## config.mk

```make
export PLATFORM = sky130hd
export DESIGN_NAME = qgate_set
export DESIGN_NICKNAME = d
export VERILOG_FILES = /design/src/rtl/qgate_pkg.sv /design/src/rtl/q4_split.sv /design/src/rtl/q4_binop.sv /design/src/rtl/q4_mix.sv /design/src/rtl/qgate_set.sv
export SDC_FILE = /design/constraint.sdc
export NUM_CORES = 1
export LEC_CHECK = 0
export ABC_AREA = 1
export BUFFER_PORTS_ARGS = -buffer_cell sky130_fd_sc_hd__buf_2
export CAP_MARGIN = 40
export CORE_MARGIN = 5
export CORE_UTILIZATION = 55
export DETAILED_ROUTE_END_ITERATION = 7
export PLACE_DENSITY = 0.92
export REMOVE_ABC_BUFFERS = 1
export SETUP_SLACK_MARGIN = 0.15
export SKIP_LAST_GASP = 1
export SYNTH_ARGS = -nofsm -noshare
export SYNTH_HDL_FRONTEND = slang
export SYNTH_SLANG_ARGS = --single-unit
```

## constraint.sdc

```tcl
create_clock -name vclk -period 3.1
set_clock_uncertainty 0.1 [all_clocks]
set_input_delay 0.155 -clock vclk [all_inputs]
set_output_delay 0.155 -clock vclk [all_outputs]
set_load 0.01 [all_outputs]
```

## src/rtl/qgate_pkg.sv

```systemverilog
`timescale 1ns/1ps
package qgate_pkg;
   localparam int DIG_W  = 4;
   localparam int DR_W   = 2;
   localparam int OP_AND = 0;
   localparam int OP_OR  = 1;
   localparam int OP_XOR = 2;

   typedef logic [DIG_W-1:0] digit_t;
   typedef logic [DR_W-1:0]  drbit_t;

   typedef struct packed {
      logic hi;
      logic lo;
      logic valid;
      logic bad;
   } split_t;
endpackage

```

## src/rtl/q4_split.sv

```systemverilog
`timescale 1ns/1ps
module q4_split
   import qgate_pkg::*;
(
   input  digit_t dig,
   output split_t info
);
   logic [2:0] hot_cnt;

   always_comb begin
      hot_cnt = '0;
      for (int i = 0; i < DIG_W; i++) begin
         hot_cnt = hot_cnt + {2'b00, dig[i]};
      end
      info.valid = (hot_cnt == 3'd1);
      info.bad   = (hot_cnt > 3'd1);
      info.hi    = info.valid & (dig[3] | dig[2]);
      info.lo    = info.valid & (dig[3] | dig[1]);
   end
endmodule

```

## src/rtl/q4_binop.sv

```systemverilog
`timescale 1ns/1ps
module q4_binop
   import qgate_pkg::*;
#(
   parameter int OP_SEL = OP_XOR
) (
   input  logic x,
   input  logic y,
   output logic z
);
   generate
      if (OP_SEL == OP_AND) begin : g_and
         assign z = x & y;
      end else if (OP_SEL == OP_OR) begin : g_or
         assign z = x | y;
      end else if (OP_SEL == OP_XOR) begin : g_xor
         assign z = x ^ y;
      end else begin : g_bad_op
         $error("q4_binop: OP_SEL must be 0, 1 or 2");
         assign z = 1'b0;
      end
   endgenerate
endmodule

```

## src/rtl/q4_mix.sv

```systemverilog
`timescale 1ns/1ps
module q4_mix
   import qgate_pkg::*;
(
   input  logic   en,
   input  logic   hi,
   input  logic   lo,
   output digit_t dig
);
   always_comb begin
      dig = '0;
      for (int v = 0; v < DIG_W; v++) begin
         dig[v] = en & ({hi, lo} == v[1:0]);
      end
   end
endmodule

```

## src/rtl/qgate_set.sv

```systemverilog
`timescale 1ns/1ps
module qgate_set
   import qgate_pkg::*;
#(
   parameter int LANES  = 2,
   parameter int OP_SEL = OP_XOR
) (
   input  logic [LANES*DIG_W-1:0] a_dig,
   input  logic [LANES*DIG_W-1:0] b_dig,
   output logic [LANES*DIG_W-1:0] q_dig,
   output logic [LANES-1:0]       bw_err,
   input  logic [LANES*DIG_W-1:0] c_dig,
   output logic [LANES*DR_W-1:0]  y_dr,
   output logic [LANES-1:0]       qb_err
);
   generate
      if (LANES < 1) begin : g_bad_lanes
         $error("qgate_set: LANES must be at least 1");
      end
      if (OP_SEL < OP_AND || OP_SEL > OP_XOR) begin : g_bad_sel
         $error("qgate_set: OP_SEL out of range");
      end
   endgenerate

   genvar k;
   generate
      for (k = 0; k < LANES; k++) begin : g_lane
         split_t sa, sb, sc;
         logic   rq_hi, rq_lo, ry, both_ok;

         q4_split u_sa (.dig(a_dig[k*DIG_W +: DIG_W]), .info(sa));
         q4_split u_sb (.dig(b_dig[k*DIG_W +: DIG_W]), .info(sb));
         q4_split u_sc (.dig(c_dig[k*DIG_W +: DIG_W]), .info(sc));

         // bitwise gate: high with high, low with low
         q4_binop #(.OP_SEL(OP_SEL)) u_op_hi (.x(sa.hi), .y(sb.hi), .z(rq_hi));
         q4_binop #(.OP_SEL(OP_SEL)) u_op_lo (.x(sa.lo), .y(sb.lo), .z(rq_lo));

         assign both_ok = sa.valid & sb.valid;

         q4_mix u_mix (
            .en (both_ok),
            .hi (rq_hi),
            .lo (rq_lo),
            .dig(q_dig[k*DIG_W +: DIG_W])
         );
         assign bw_err[k] = sa.bad | sb.bad;

         // quaternary-to-binary gate: digit's own two bits
         q4_binop #(.OP_SEL(OP_SEL)) u_op_qb (.x(sc.hi), .y(sc.lo), .z(ry));
         assign y_dr[k*DR_W + 1] = sc.valid &  ry;
         assign y_dr[k*DR_W]     = sc.valid & ~ry;
         assign qb_err[k]        = sc.bad;
      end
   endgenerate
endmodule

```

==> qor.yml <==
sta:
  maxSlewViolCount: 0
  finalHoldViolCount: 0
  slew_headroom: 0.817
  tns_ns: 0
  max_freq_ghz: 0.446
  worst_slew_pin_slew_ns: 0.272
  finalCriticalPeriod_ns: 2.24
  rsz0062_at_grt: "false"
  setup_viol: 0
  period_share: 0.723
critical_path:
  startpoint_type: "input port"
  path_class: "in -> out"
  end_kind: "primary output"
  cp_max_fo: 3
  crit_required_ns: 2.84
  crit_arrival_ns: 1.99
drt:
  routedWlPerCell_um: 8.85
  drt_iter0_drc: 8
  drc_errors: 0
  ant_nets: 0
  drt-total-wl_mm: 1.90
  vias: 994
  viasPerCell: 4.62
  drt-pass1-iter-count: 4
die:
  fp.coreArea_um2: 1670
  io_pins: 40
  dieArea_um2: 2630
  initial_core_util: 0.560
  die_h_um: 51.3
  die_x_um: 51.3
  rows: 15
synthesis:
  syn_avg_cell_area_um2: 5.92
  synth_compound_area_frac: 0
  synth_simple_gate_area_share: 0.428
  synth_cell_types: 12
  synth_fa_ha_area_frac: 0.396
  yosysSeqAreaShare: 0
  muxShareOfSynthArea: 0
  synth_top_family_by_area: "simple AND/OR/NAND/NOR gates"
  syn_inst: 158
  yosys_warnings: 0
  syn_area_um2: 936
  synthXorXnorAreaFrac: 0
cts:
  ctsHoldBuffers: 0
  cts_setup_buffers: 0
  cts-resized-gates: 0
min_path:
  hp-class: "in -> out"
cells_and_area:
  multiInputGateArea_um2: 771
  final_cell_mix: "nand2_1 (40), buf_2 (40), inv_1 (38)"
  seqCellArea_um2: 0
  layout.nets: 250
  drive_gt1_frac: 0.273
  num_antenna_cells: 0
  syn2layout_area_growth_pct: 23.7
  seq_cells: 0
  nFillCells: 167
  final_util: 0.693
  clockBufferCount: 0
grt:
  grt_max_degree: 4
  top_usage_layer: "met2"
  grt_use_met3: 0
  overflow: 0
  grt_util_met2: 0.335
  antenna_found_initial: 0
  grt_pass1_vias: 926
  grt_pass1_wl_mm: 3.35
  gr-usage-met1: 0.171
  grtUsageTotal: 0.154
placement:
  gp_congestion: 0.790
  hpwl_mm: 1.83
  port_buffers: 40
run_status:
  status: "completed"
pwr:
  power.density_nw_per_um2: 194
  p_leak_nw: 0.768
  ir_worst_vdd_mv: 0.0957
job:
  cap_violations: 0
## power breakdown
group / internal (mW) / leakage, nW / switching, mW
Clock: 0 / 0 / 0
Sequential: 0 / 0 / 0
Combinational: 0.0911 / 0.768 / 0.133
## per-stage QoR
stage | instance area [um^2] | cells | hold slack (ns) | power [mW] | setup WS [ns]
floorplan | 936 | 158 | 0.357 | 0.164 | 1.14
global placement | 1160 | 215 | 0.582 | 0.213 | 0.932
detailed placement | 1160 | 215 | 0.595 | 0.225 | 0.850
CTS | 1160 | 215 | 0.595 | 0.227 | 0.841
global route | 1160 | 215 | 0.642 | 0.261 | 0.680
finish | 1160 | 215 | 0.598 | 0.224 | 0.858
## kinds of logic after synthesis
family,Yosys count
adders and majority gates,26
buffers and inverters,44
and+or+nand+nor,88
## layer usage
metal,wire length (um),share of wire,vias up
li1,-,-,538
met1,730,0.38,443
met2,1120,0.59,13
met3,54,0.028,0
met4,0,0,0
met5,0,0,-
## worst paths after layout
path	depth (start not counted)	slack [ns]	to	from
setup / recovery	14	0.86	q_dig[5]	b_dig[5]
hold / removal	5	0.60	y_dr[1]	c_dig[3]
## critical path, cell delays in order
cell     delay [ns]
buf_2          0.11
ha_1           0.27
inv_1          0.05
fa_1           0.39
inv_1          0.07
ha_1           0.24
nor2_4         0.12
nand2_4        0.07
nor2_4         0.10
inv_2          0.04
nand2_1        0.05
nand2_1        0.06
nor2_1         0.11
buf_2          0.14
## area by class of cell
cell class	count	area share
Timing Repair Buffer	40	0.173
Tap cell	17	0.0184
Inverter	44	0.143
Multi-Input combinational cell	114	0.666
## synth_stat cells
library cell	count	area (um^2)
ha_1	20	250
nand3b_1	2	15.0
nor2_4	4	45.0
inv_1	38	143
nor3_1	2	10.0
nand2_4	2	22.5
fa_1	6	120
nand3_1	8	40.0
inv_2	6	22.5
nor2_2	2	12.5
nor2_1	28	105
nand2_1	40	150
(Power assumes the default switching activity.)
